==> src/rtl/intr_entry_pkg.sv <==
package intr_entry_pkg;

  typedef enum logic [1:0] {
    ST_IDLE = 2'd0,
    ST_SAVE = 2'd1,
    ST_VEC  = 2'd2,
    ST_LOAD = 2'd3
  } entState_t;

  // strobes from control to datapath
  typedef struct packed {
    logic capPc;   // sample curPc at the accepted boundary
    logic capVec;  // sample read data on the vector acknowledge
    logic selVec;  // address the vector word instead of the save word
    logic wrMem;   // current access is a write
  } dpCtl_t;

endpackage

==> src/rtl/intr_entry_ctrl.sv <==
module intr_entry_ctrl
  import intr_entry_pkg::*;
#(
  parameter int ARM_DELAY = 2
) (
  input  logic   clk,
  input  logic   rstN,
  input  logic   irq,
  input  logic   instrDone,
  input  logic   ionReq,
  input  logic   iofReq,
  input  logic   skonReq,
  input  logic   memAck,
  output dpCtl_t ctl,
  output logic   memReq,
  output logic   pcLoad,
  output logic   skip,
  output logic   busy
);
  localparam int CW = $clog2(ARM_DELAY + 1);
  localparam logic [CW-1:0] ARM_LOAD = CW'(ARM_DELAY);
  localparam logic [CW-1:0] ARM_LAST = CW'(1);

  entState_t state, stateNxt;
  logic          intEn;
  logic [CW-1:0] armCnt;
  logic          effEn;
  logic          accept;

  // the boundary that would arm the flag may already take the interrupt
  assign effEn  = intEn || (armCnt == ARM_LAST);
  assign accept = (state == ST_IDLE) && instrDone && irq && effEn;

  always_ff @(posedge clk or negedge rstN) begin
    if (!rstN) begin
      intEn  <= 1'b0;
      armCnt <= '0;
    end else if (accept || iofReq) begin
      intEn  <= 1'b0;
      armCnt <= '0;
    end else if (ionReq || skonReq) begin
      armCnt <= ARM_LOAD;
    end else if (instrDone && (armCnt != '0)) begin
      armCnt <= armCnt - ARM_LAST;
      if (armCnt == ARM_LAST) intEn <= 1'b1;
    end
  end

  always_comb begin
    stateNxt = state;
    unique case (state)
      ST_IDLE: if (accept) stateNxt = ST_SAVE;
      ST_SAVE: if (memAck) stateNxt = ST_VEC;
      ST_VEC:  if (memAck) stateNxt = ST_LOAD;
      ST_LOAD: stateNxt = ST_IDLE;
      default: stateNxt = ST_IDLE;
    endcase
  end

  always_ff @(posedge clk or negedge rstN) begin
    if (!rstN) state <= ST_IDLE;
    else       state <= stateNxt;
  end

  always_comb begin
    ctl.capPc  = accept;
    ctl.capVec = (state == ST_VEC) && memAck;
    ctl.selVec = (state == ST_VEC);
    ctl.wrMem  = (state == ST_SAVE);
  end

  assign memReq = (state == ST_SAVE) || (state == ST_VEC);
  assign pcLoad = (state == ST_LOAD);
  assign busy   = (state != ST_IDLE);
  assign skip   = skonReq && intEn;

endmodule

==> src/rtl/intr_entry_dp.sv <==
module intr_entry_dp
  import intr_entry_pkg::*;
#(
  parameter int W         = 12,
  parameter int SAVE_ADDR = 0,
  parameter int VEC_ADDR  = 1
) (
  input  logic         clk,
  input  logic         rstN,
  input  dpCtl_t       ctl,
  input  logic [W-1:0] curPc,
  input  logic [W-1:0] memRdata,
  output logic         memWe,
  output logic [W-1:0] memAddr,
  output logic [W-1:0] memWdata,
  output logic [W-1:0] newPc
);
  localparam logic [W-1:0] SAVE_WORD = W'(SAVE_ADDR);
  localparam logic [W-1:0] VEC_WORD  = W'(VEC_ADDR);

  logic [W-1:0] savedPc;
  logic [W-1:0] vecQ;

  always_ff @(posedge clk or negedge rstN) begin
    if (!rstN) begin
      savedPc <= '0;
      vecQ    <= '0;
    end else begin
      if (ctl.capPc)  savedPc <= curPc;
      if (ctl.capVec) vecQ    <= memRdata;
    end
  end

  assign memWe    = ctl.wrMem;
  assign memAddr  = ctl.selVec ? VEC_WORD : SAVE_WORD;
  assign memWdata = savedPc;
  assign newPc    = vecQ;

endmodule

==> src/rtl/intr_entry.sv <==
module intr_entry
  import intr_entry_pkg::*;
#(
  parameter int W         = 12,
  parameter int SAVE_ADDR = 0,
  parameter int VEC_ADDR  = 1,
  parameter int ARM_DELAY = 2
) (
  input  logic         clk,
  input  logic         rstN,
  input  logic         irq,
  input  logic         instrDone,
  input  logic         ionReq,
  input  logic         iofReq,
  input  logic         skonReq,
  input  logic [W-1:0] curPc,
  output logic         memReq,
  output logic         memWe,
  output logic [W-1:0] memAddr,
  output logic [W-1:0] memWdata,
  input  logic [W-1:0] memRdata,
  input  logic         memAck,
  output logic [W-1:0] newPc,
  output logic         pcLoad,
  output logic         skip,
  output logic         busy
);
  dpCtl_t ctl;

  intr_entry_ctrl #(.ARM_DELAY(ARM_DELAY)) u_ctrl (
    .clk(clk), .rstN(rstN), .irq(irq), .instrDone(instrDone),
    .ionReq(ionReq), .iofReq(iofReq), .skonReq(skonReq), .memAck(memAck),
    .ctl(ctl), .memReq(memReq), .pcLoad(pcLoad), .skip(skip), .busy(busy)
  );

  intr_entry_dp #(.W(W), .SAVE_ADDR(SAVE_ADDR), .VEC_ADDR(VEC_ADDR)) u_dp (
    .clk(clk), .rstN(rstN), .ctl(ctl), .curPc(curPc), .memRdata(memRdata),
    .memWe(memWe), .memAddr(memAddr), .memWdata(memWdata), .newPc(newPc)
  );

endmodule

==> config.mk <==
export PLATFORM = sky130hd
export DESIGN_NAME = intr_entry
export DESIGN_NICKNAME = d
export VERILOG_FILES = /design/src/rtl/intr_entry_pkg.sv /design/src/rtl/intr_entry_ctrl.sv /design/src/rtl/intr_entry_dp.sv /design/src/rtl/intr_entry.sv
export SDC_FILE = /design/constraint.sdc
export NUM_CORES = 1
export LEC_CHECK = 0
export BUFFER_PORTS_ARGS = -buffer_cell sky130_fd_sc_hd__buf_2
export CORE_ASPECT_RATIO = 2
export CORE_UTILIZATION = 44
export DETAILED_ROUTE_END_ITERATION = 7
export GPL_TIMING_DRIVEN = 0
export PLACE_DENSITY = 0.8
export SLEW_MARGIN = 5
export SYNTH_ARGS = -nofsm -noshare
export SYNTH_HDL_FRONTEND = slang
export SYNTH_SLANG_ARGS = --single-unit
==> constraint.sdc <==
create_clock -name clk -period 1.8 [get_ports clk]
set_input_delay 0.09 -clock clk [delete_from_list [all_inputs] [get_ports clk]]
set_output_delay 0.09 -clock clk [all_outputs]
set_load 0.02 [all_outputs]
======== After elaboration in Yosys (flattened, before gate mapping) ========
Cells that the tools add are included.
operators by class
  multiplexer cells ....................... 12
  add/sub/neg operators ................... 1
  eq/ne operators ......................... 8
  reduce and logical (&&, ||, !) cells .... 18
operator list
  kind                   count
  $mux W2                6
  $pmux W2 S4            1
  $reduce_bool A2 Y1     4
  $logic_and A1 B1 Y1    6
  $ne A2 B1 Y1 const B   3
  $reduce_and A3 Y1      2
  $mux W1                5
  $eq A2 B1 Y1 const B   2
  $eq A2 B2 Y1 const B   2
  $logic_or A1 B1 Y1     4
  $reduce_bool A3 Y1     1
  $logic_not A2 Y1       1
  $ne A2 B2 Y1 const B   1
  $sub A2 B1 Y2 const B  1
storage, ports and cells
  logic and storage cells ................. 44
  bits in registers ....................... 29
  output and inout bits ................... 41
  input port bits ......................... 32

======== Longest topological paths before layout ========
Gate-level depths: netlist of the first run.
  depth after elaboration ................. 7
  gate-level depth with buffers ........... 5
  mapped depth without buffers ............ 5

======== By module ========
From an unflattened synthesis of the first run, not the netlist that was laid out.
second synthesis, totals
  cell total of the unflattened synthesis .. 100
  area, all modules ....................... 1436.4 um^2
modules (own cells, without submodules)
  module           times used  cells an instance  area an instance (um^2)
  intr_entry_dp    1           64                 1069.8
  intr_entry_ctrl  1           36                 366.6

======== Least setup slack after synthesis of the first run ========
Ideal clock, no wire load.
  path kind ............................... register to register
  start ................................... reg u_ctrl.armCnt[0]
  end ..................................... reg u_dp.savedPc[0], in the netlist u_dp.memWdata[0]
  slack ................................... 286 ps
  path buffers ............................ 1
  stages on the path, launching flop included .. 5
  arrival ................................. 1388 ps
  cell sequence ........................... dfrtp_1 > ha_1 > o2111ai_2 > buf_6 > mux2_4
between the ends
  longest elaborated chain between the ends .. 3
RTL lines
  element                   line                   text
  start: declaration        intr_entry_ctrl.sv:26  logic [CW-1:0] armCnt;
  start signal: assignment  intr_entry_ctrl.sv:44  armCnt <= armCnt - ARM_LAST;
  $eq A2 B1 Y1              intr_entry_ctrl.sv:31  assign effEn = intEn || (armCnt == ARM_LAST);
  $logic_or A1 B1 Y1        intr_entry_ctrl.sv:31
  $logic_and A1 B1 Y1       intr_entry_ctrl.sv:32  assign accept = (state == ST_IDLE) && instrDone && irq && effEn;
  end signal: assignment    intr_entry_dp.sv:29    if (ctl.capPc) savedPc <= curPc;
  end: declaration          intr_entry_dp.sv:21    logic [W-1:0] savedPc;
Every way passes these cells.
A chain may end at the register's enable or synchronous reset.

======== Worst setup path in the final report of the first run ========
  start ................................... reg u_ctrl.state[0]
  end ..................................... reg u_dp.savedPc[9], in the netlist u_dp.memWdata[9]
between the ends
  longest elaborated chain between the ends .. 4
RTL lines
  element                           line                   text
  start: declaration                intr_entry_ctrl.sv:24  entState_t state, stateNxt;
  start signal: assignment          intr_entry_ctrl.sv:62  else state <= stateNxt;
  $logic_not A2 Y1                  intr_entry_ctrl.sv:32
  $logic_and A1 B1 Y1 (3 in a row)  intr_entry_ctrl.sv:32
Every way passes these cells.

==> run_results.csv, run 1 <==
group,metric,value,unit
placement,place.gp.congestion,0.7980,
yosys,synth-simple-area-share,3.156,%
yosys,synth_warnings,0,
sta,setup_viol_count_final,0,
pwr,seq_power_share,37.4,%
yosys,synth_compound_area_share,4.238,%
die,fp.dieArea,3396,µm²
clock_network,root_buffer,"clkbuf_8",
critical_path,end_kind,"register",
die,num_rows,28,
cells_and_area,final_cell_count_no_fill,211,
sta,slew_headroom,58.55,%
sta,slew_viol_final,0,
clock_network,cts.sinks,29,
yosys,synth.distinct_cells,22,
pwr,power_leakage,1.067,nW
pwr,power.switching,0.9428,mW
yosys,synth_top_family_by_area,"multiplexers",
pwr,combPwrFrac,43.5,%
sta,fmax,0.6088,GHz
clock_network,clockBufferDepth,2,
pwr,p_per_area,1366,nW/µm²
global_routing,first_global_vias,966,
clock_network,hold_buffers,2,
global_routing,track_usage,16.15,%
sta,fin_crit,1.643,ns
drt,drtPass1Iterations,3,
sta,skew,0.004003,ns
outcome,status,"finished clean",
hold_path,hold_class,"in -> reg",
global_routing,grt_use_met1,16.69,%
cells_and_area,synthToLayoutAreaGrowth,34.63,%
sta,rsz0062_at_grt,"false",
drt,drt_wl_total,2.705,mm
placement,placedCellCount,201,
yosys,yosysSeqAreaShare,52.30,%
cells_and_area,final_net_count,219,
die,die_y,81.42,µm
drt,antenna_violating_nets_post_route,0,
drt,vias,997,
sta,hold_viol,0,
clock_network,ctsResizeCount,0,
die,core,2978,µm²
drt,vias_per_cell,4.725,
sta,tightest_slew,0.6218,ns
die,io_pins,73,
pwr,p_clk_share,19.0,%
global_routing,use_met2,28.59,%
clock_network,cts_buffers,5,
yosys,synth_xor_xnor_area_share,0.6312,%
cells_and_area,layout-drive-gt1-share,59.12,%
drt,wl_per_cell,12.82,µm
yosys,synthAdderAreaFrac,6.312,%
global_routing,grt_start_max_net_pins,30,
global_routing,antenna_found_initial,0,
yosys,synth_seq_cells,29,
clock_network,clk_latency,0.27,ns
placement,pre_cts_slack,0.1612,ns
global_routing,grt_pass1_wl,4.105,mm
die,die_w,41.71,µm
job,drv_cap,0,
placement,post-dp-hpwl,2.172,mm
drt,drc,0,
clock_network,ctsHtreeMaxLevel,2,
pwr,power.internal,1.609,mW
global_routing,top_usage_layer,"met2",
clock_network,cts_setup_buffers,0,
drt,drt_iter0_drc,6,
sta,worst_hold_slack,0.01228,ns
pwr,swShare,36.94,%
sta,timing.final.ws_setup,0.1574,ns
sta,fin_tns_setup,0,ns
cells_and_area,n_antenna_cell,0,
critical_path,cp_data_required_time,1.95,ns
pwr,vdd_drop_max,0.9533,mV
die,start_util,46.60,%
yosys,netlist_area,1388,µm²
global_routing,use_met3,3.956,%
global_routing,overflow,0,
yosys,synthCells,100,
clock_network,clk_pin_slew,0.06,ns
critical_path,cp_max_fo,10,
clock_network,cts_tree,"yes",
yosys,syn_area_per_cell,13.88,µm²
critical_path,start_kind,"register",
yosys,synth_mux_area_share,23.81,%
critical_path,cp.arrival,1.79,ns
critical_path,worst-setup-path-type,"reg -> reg",
sta,finalCritPeriodShare,91.26,%
placement,port_buffers,61,
area by class of cell:
class / instances / area [µm²]
Buffer: 14 / 106.4
Clock buffer: 8 / 80.08
Fill cell: 254 / 1110
Inverter: 6 / 22.52
Multi-Input combinational cell: 61 / 570.5
Sequential cell: 29 / 725.7
Tap cell: 30 / 37.54
Timing Repair Buffer: 63 / 325.3
per-stage QoR:
| step | util, % | total power, mW | area (µm²) |
|---|---|---|---|
| finish | 62.73 | 2.552 | 1868 |
| global route | 62.73 | 2.713 | 1868 |
| CTS | 62.73 | 2.580 | 1868 |
| detailed placement | 59.37 | 2.086 | 1768 |
| global placement | 59.37 | 2.026 | 1768 |
| floorplan | - | 1.731 | 1425 |
cells in the final DEF (no fill, tap or decap), types with 2 or more instances in the layout:
cell type      instances
a2bb2oi_1              2
clkbuf_8               5
mux2_2                16
dfrtp_1               29
buf_2                 62
clkbuf_1               3
ha_1                   7
inv_1                  6
nor2_1                 3
dlygate4sd3_1          2
nand2_1                2
mux2_4                10
buf_4                 12
conb_1                11
cells in the mapped netlist (all sizes together):
cell     instances  area share, %
dfrtp           29             52
xnor2            1           0.63
and2             1           0.45
buf             14            7.7
nor4             1           0.45
nand2            2           0.54
a2bb2oi          2            1.3
nor2             3           0.81
ha               7            6.3
nor2b            1           0.45
inv              6            1.6
mux2            26             24
nand2b           1           0.45
o2111ai          1            1.1
o211ai           1           0.54
a211oi           1           0.54
a21oi            1           0.36
conb             1           0.27
a31oi            1           0.45
power by group through the flow:
stage	Clock (mW)	Combinational [mW]	Sequential, mW
floorplan	0	0.575	1.16
global placement	0	1.08	0.946
detailed placement	0	1.12	0.965
CTS	0.501	1.13	0.953
global route	0.529	1.21	0.976
finish	0.486	1.11	0.955
sequential cells by signal, summed over array words and instances, names as in the netlist:
name / cells
u_dp.memWdata: 12
u_dp.newPc: 12
u_ctrl.armCnt: 2
u_ctrl.state: 2
u_ctrl.intEn: 1
path summary, 6_finish.rpt:
check,cells past startpoint,start,endpoint,slack (ns)
worst min register to register,1,u_dp.newPc[11]$_DFFE_PN0P_,u_dp.newPc[11]$_DFFE_PN0P_,0.50
worst max-delay path,5,u_ctrl.state[0]$_DFFE_PN0P_,u_dp.memWdata[9]$_DFFE_PN0P_,0.16
worst max register to register,5,u_ctrl.state[0]$_DFFE_PN0P_,u_dp.memWdata[9]$_DFFE_PN0P_,0.16
worst min-delay path,2,skonReq,u_ctrl.armCnt[0]$_DFFE_PN0P_,0.01
min in group asynchronous,2,rstN,u_dp.memWdata[0]$_DFFE_PN0P_,0.40
max in group asynchronous,2,rstN,u_dp.newPc[2]$_DFFE_PN0P_,0.99
worst max-delay path, cell delays in order (launching register included):
cell and delay [ns]:
dfrtp_1 0.41, inv_1 0.12, ha_1 0.26, o2111ai_2 0.22
buf_6 0.22, mux2_4 0.30
logic make-up after synthesis:
family	after synthesis
other	1
xor gates and xnor gates	1
buffers and inverters	20
DFF	29
AOI/OAI and AO/OA	7
and+or+nand+nor	9
muxes	26
adders and majority gates	7
layer usage:
| layer | share of wire [%] | vias up | routed length (µm) |
|---|---|---|---|
| li1 | - | 473 | - |
| met1 | 35 | 473 | 959 |
| met2 | 57 | 40 | 1529 |
| met3 | 4.7 | 11 | 128 |
| met4 | 3.3 | 0 | 88 |
| met5 | 0 | - | 0 |
No activity file was read; power rests on OpenSTA's default activity.
==> run 2: changes to the inputs <==
--- a/config.mk
+++ b/config.mk
@@ -5,12 +5,14 @@
 export SDC_FILE = /design/constraint.sdc
 export NUM_CORES = 1
 export LEC_CHECK = 0
+export ABC_AREA = 1
 export BUFFER_PORTS_ARGS = -buffer_cell sky130_fd_sc_hd__buf_2
 export CORE_ASPECT_RATIO = 2
-export CORE_UTILIZATION = 44
+export CORE_UTILIZATION = 45
+export CTS_CLUSTER_DIAMETER = 40
 export DETAILED_ROUTE_END_ITERATION = 7
 export GPL_TIMING_DRIVEN = 0
-export PLACE_DENSITY = 0.8
+export PLACE_DENSITY = 0.81
 export SLEW_MARGIN = 5
 export SYNTH_ARGS = -nofsm -noshare
 export SYNTH_HDL_FRONTEND = slang
==> run 2 against run 1 <==
Net effect:
- first-iteration DRC count rose by 83%
- largest power group unchanged
- area after synthesis rose by 3.0%
- wire length rose by 0.26%
- highest routed layer unchanged
- hold slack improved by 0.0071 ns
- count of clock-buffer cells in the layout fell by 3
- total power rose by 15%
- clock skew rose by 0.0017 ns
- via count rose by 12%
- sequential power rose by 0.5%
- synthesized cell count rose by 38%
- critical path type unchanged
==> run_results.csv, run 2 <==
group,metric,value,unit
outcome,status,"finished clean",
die,fp.dieArea,3418,µm²
cells_and_area,layout_common_cells,"61 x buf_2, 46 x nand2_1, 29 x dfrtp_1",
sta,setup_viol_count_final,0,
clock_network,cts_tree,"yes",
clock_network,cts.sinks,29,
die,die_y,81.69,µm
die,die_w,41.85,µm
drt,antenna_violating_nets_post_route,0,
die,io_pins,73,
hold_path,hold_class,"in -> reg",
clock_network,clockBufferDepth,2,
critical_path,crit_path_top_delay_cell,"dfrtp_1",
clock_network,cts_buffers,5,
sta,skew,0.005747,ns
pwr,swShare,34.27,%
critical_path,start_kind,"register",
cells_and_area,fin_area,1953,µm²
yosys,yosysSeqAreaShare,50.79,%
critical_path,worst-setup-path-type,"reg -> reg",
critical_path,cp.arrival,1.63,ns
pwr,seq_power_share,32.7,%
global_routing,grt_pass1_wl,4.485,mm
critical_path,cp_data_required_time,1.95,ns
cells_and_area,n_antenna_cell,0,
pwr,power,2.936,mW
cells_and_area,final_net_count,256,
cells_and_area,final_common_cell,"buf_2",
job,drv_cap,0,
sta,fmax,0.6793,GHz
drt,drtPass1Iterations,4,
cells_and_area,utilization,65.59,%
clock_network,clk_pin_slew,0.06,ns
drt,wl_per_cell,10.94,µm
global_routing,antenna_found_initial,0,
critical_path,end_kind,"register",
yosys,yosys-top-cells-count,"46 x nand2_1, 29 x dfrtp_1, 12 x buf_4, 10 x mux2_4, 9 x inv_1",
critical_path,max_stage_delay,0.40,ns
placement,post-dp-hpwl,2.144,mm
yosys,synthCells,138,
pwr,p_clk_share,26.8,%
yosys,async_flop_share,100.0,%
global_routing,overflow,0,
critical_path,path_cells,"inv_1, ha_1, nand2_2, buf_6, mux2_4",
yosys,synth_warnings,0,
yosys,synth_top_area_cell,"dfrtp_1",
pwr,power.switching,1.006,mW
placement,place_area,1809,µm²
yosys,synth-edff-count,0,
sta,rsz0062_at_grt,"false",
global_routing,track_usage,17.43,%
clock_network,ctsHtreeMaxLevel,2,
sta,tightest_slew,0.6294,ns
drt,drt_iter0_drc,11,
yosys,synth_most_common_cell,"nand2_1",
cells_and_area,layout-drive-gt1-share,46.79,%
drt,drc,0,
pwr,power_leakage,1.183,nW
clock_network,cts_setup_buffers,0,
yosys,ys.flop_type,"dfrtp_1",
sta,slew_headroom,58.04,%
drt,vias_per_cell,4.500,
sta,slew_viol_final,0,
global_routing,first_global_vias,1069,
sta,hold_viol,0,
die,num_rows,28,
placement,port_buffers,61,
sta,finalCritPeriodShare,81.78,%
global_routing,grt_start_max_net_pins,30,
clock_network,root_buffer,"clkbuf_8",
placement,placedCellCount,239,
die,start_util,47.98,%
yosys,synth_seq_cells,29,
drt,drt_wl_total,2.712,mm
drt,vias,1116,
pwr,vdd_drop_max,1.015,mV
yosys,synth.distinct_cells,20,
pwr,power.internal,1.930,mW
yosys,netlist_area,1429,µm²
cells_and_area,fillCellCount,273,
clock_network,clk_latency,0.27,ns
yosys,yosys.area.top_type_share,50.79,%
pwr,combPwrFrac,40.5,%
sta,fin_crit,1.472,ns
placement,place.gp.congestion,0.7207,
sta,fin_tns_setup,0,ns
yosys,ys_top_cells_by_area,"dfrtp_1 51%, nand2_1 12%, mux2_4 11%",
cells_and_area,synthToLayoutAreaGrowth,36.69,%
cells_and_area,final_cell_count_no_fill,248,
pwr,p_per_area,1503,nW/µm²
critical_path,cp_max_fo,10,
die,core,2978,µm²
yosys,syn_area_per_cell,10.35,µm²
[run 2: cell types whose count changed after synthesis, moves of 2 or more]
cell,previous run,this run
nand2_1,2,46
o21ai_0,0,2
mux2_2,16,2
a2bb2oi_1,2,0
inv_1,6,9
o21bai_1,0,2
nand3_1,0,3
buf_6,1,3
nor2_1,3,5
[run 2: final cells by class]
type                       instances  area (µm²)  share of cell area (%)
clock buffer                       5       68.82                   3.523
sequential                        29       725.7                   37.16
tap                               30       37.54                   1.922
timing repair buffer              62       315.3                   16.14
clock inverter                     3       65.06                   3.331
inverter                          10       37.54                   1.922
multi-input combinational         94       579.3                   29.66
buffer                            15       123.9                   6.342
[run 2: critical path, delay by kind of cell (launching register included)]
family,cells,cell delay (ns)
flops,1,0.40
mux,1,0.31
buf+inv,2,0.28
fa+ha+maj,1,0.25
simple gates,1,0.11
[run 2: kinds of logic (layout without fill, tap and decap cells)]
family                   after synthesis  after routing  synth area share, %
AND/OR/NAND/NOR                       59             59                17.25
flip-flops                            29             29                50.79
buffers and inverters                 25             95                11.30
multiplexers                          12             12                12.08
adder cells (fa/ha/maj)                7              7                6.129
AO/OA/AOI/OAI                          5              5                2.189
other                                  1             11               0.2624
[run 2: final timing paths]
path / from / to / slack, ns / cells after the start
hold reg to reg: u_dp.memWdata[8]$_DFFE_PN0P_ / u_dp.memWdata[8]$_DFFE_PN0P_ / 0.47 / 2
setup reg to reg: u_ctrl.state[0]$_DFFE_PN0P_ / u_dp.newPc[8]$_DFFE_PN0P_ / 0.33 / 5
max in group asynchronous: rstN / u_dp.newPc[4]$_DFFE_PN0P_ / 1.02 / 2
min in group asynchronous: rstN / u_ctrl.armCnt[1]$_DFFE_PN0P_ / 0.37 / 2
hold / removal: curPc[6] / u_dp.memWdata[6]$_DFFE_PN0P_ / 0.02 / 3
setup / recovery: u_ctrl.state[0]$_DFFE_PN0P_ / u_dp.newPc[8]$_DFFE_PN0P_ / 0.33 / 5
[run 2: timing repair]
action	in CTS	in global routing
gates resized for setup	0	0
hold buffers	1	0
endpoints found under the hold margin	29	0
[run 2: through the flow]
stage	hold slack [ns]	setup WS, ns
finish	0.01942	0.3279
global route	0.01311	0.2167
CTS	0.007024	0.3164
detailed placement	0.1457	0.3345
global placement	0.1467	0.3532
floorplan	-0.2056	0.4511
[run 2: per-layer routing]
metal / wire (µm) / track usage, %
met1: 979 / 18.04
met2: 1565 / 31.56
met3: 144 / 4.835
met4: 22 / 8.710
met5: 0 / 0
[run 2: power groups by stage]
stage / combinational (mW) / clock [mW] / sequential [mW]
after detailed placement: 1.20 / 0 / 0.971
after CTS: 1.21 / 0.809 / 0.962
final: 1.19 / 0.787 / 0.960
after global routing: 1.31 / 0.829 / 0.990
after global placement: 1.18 / 0 / 0.964
after floorplan: 0.642 / 0 / 1.18
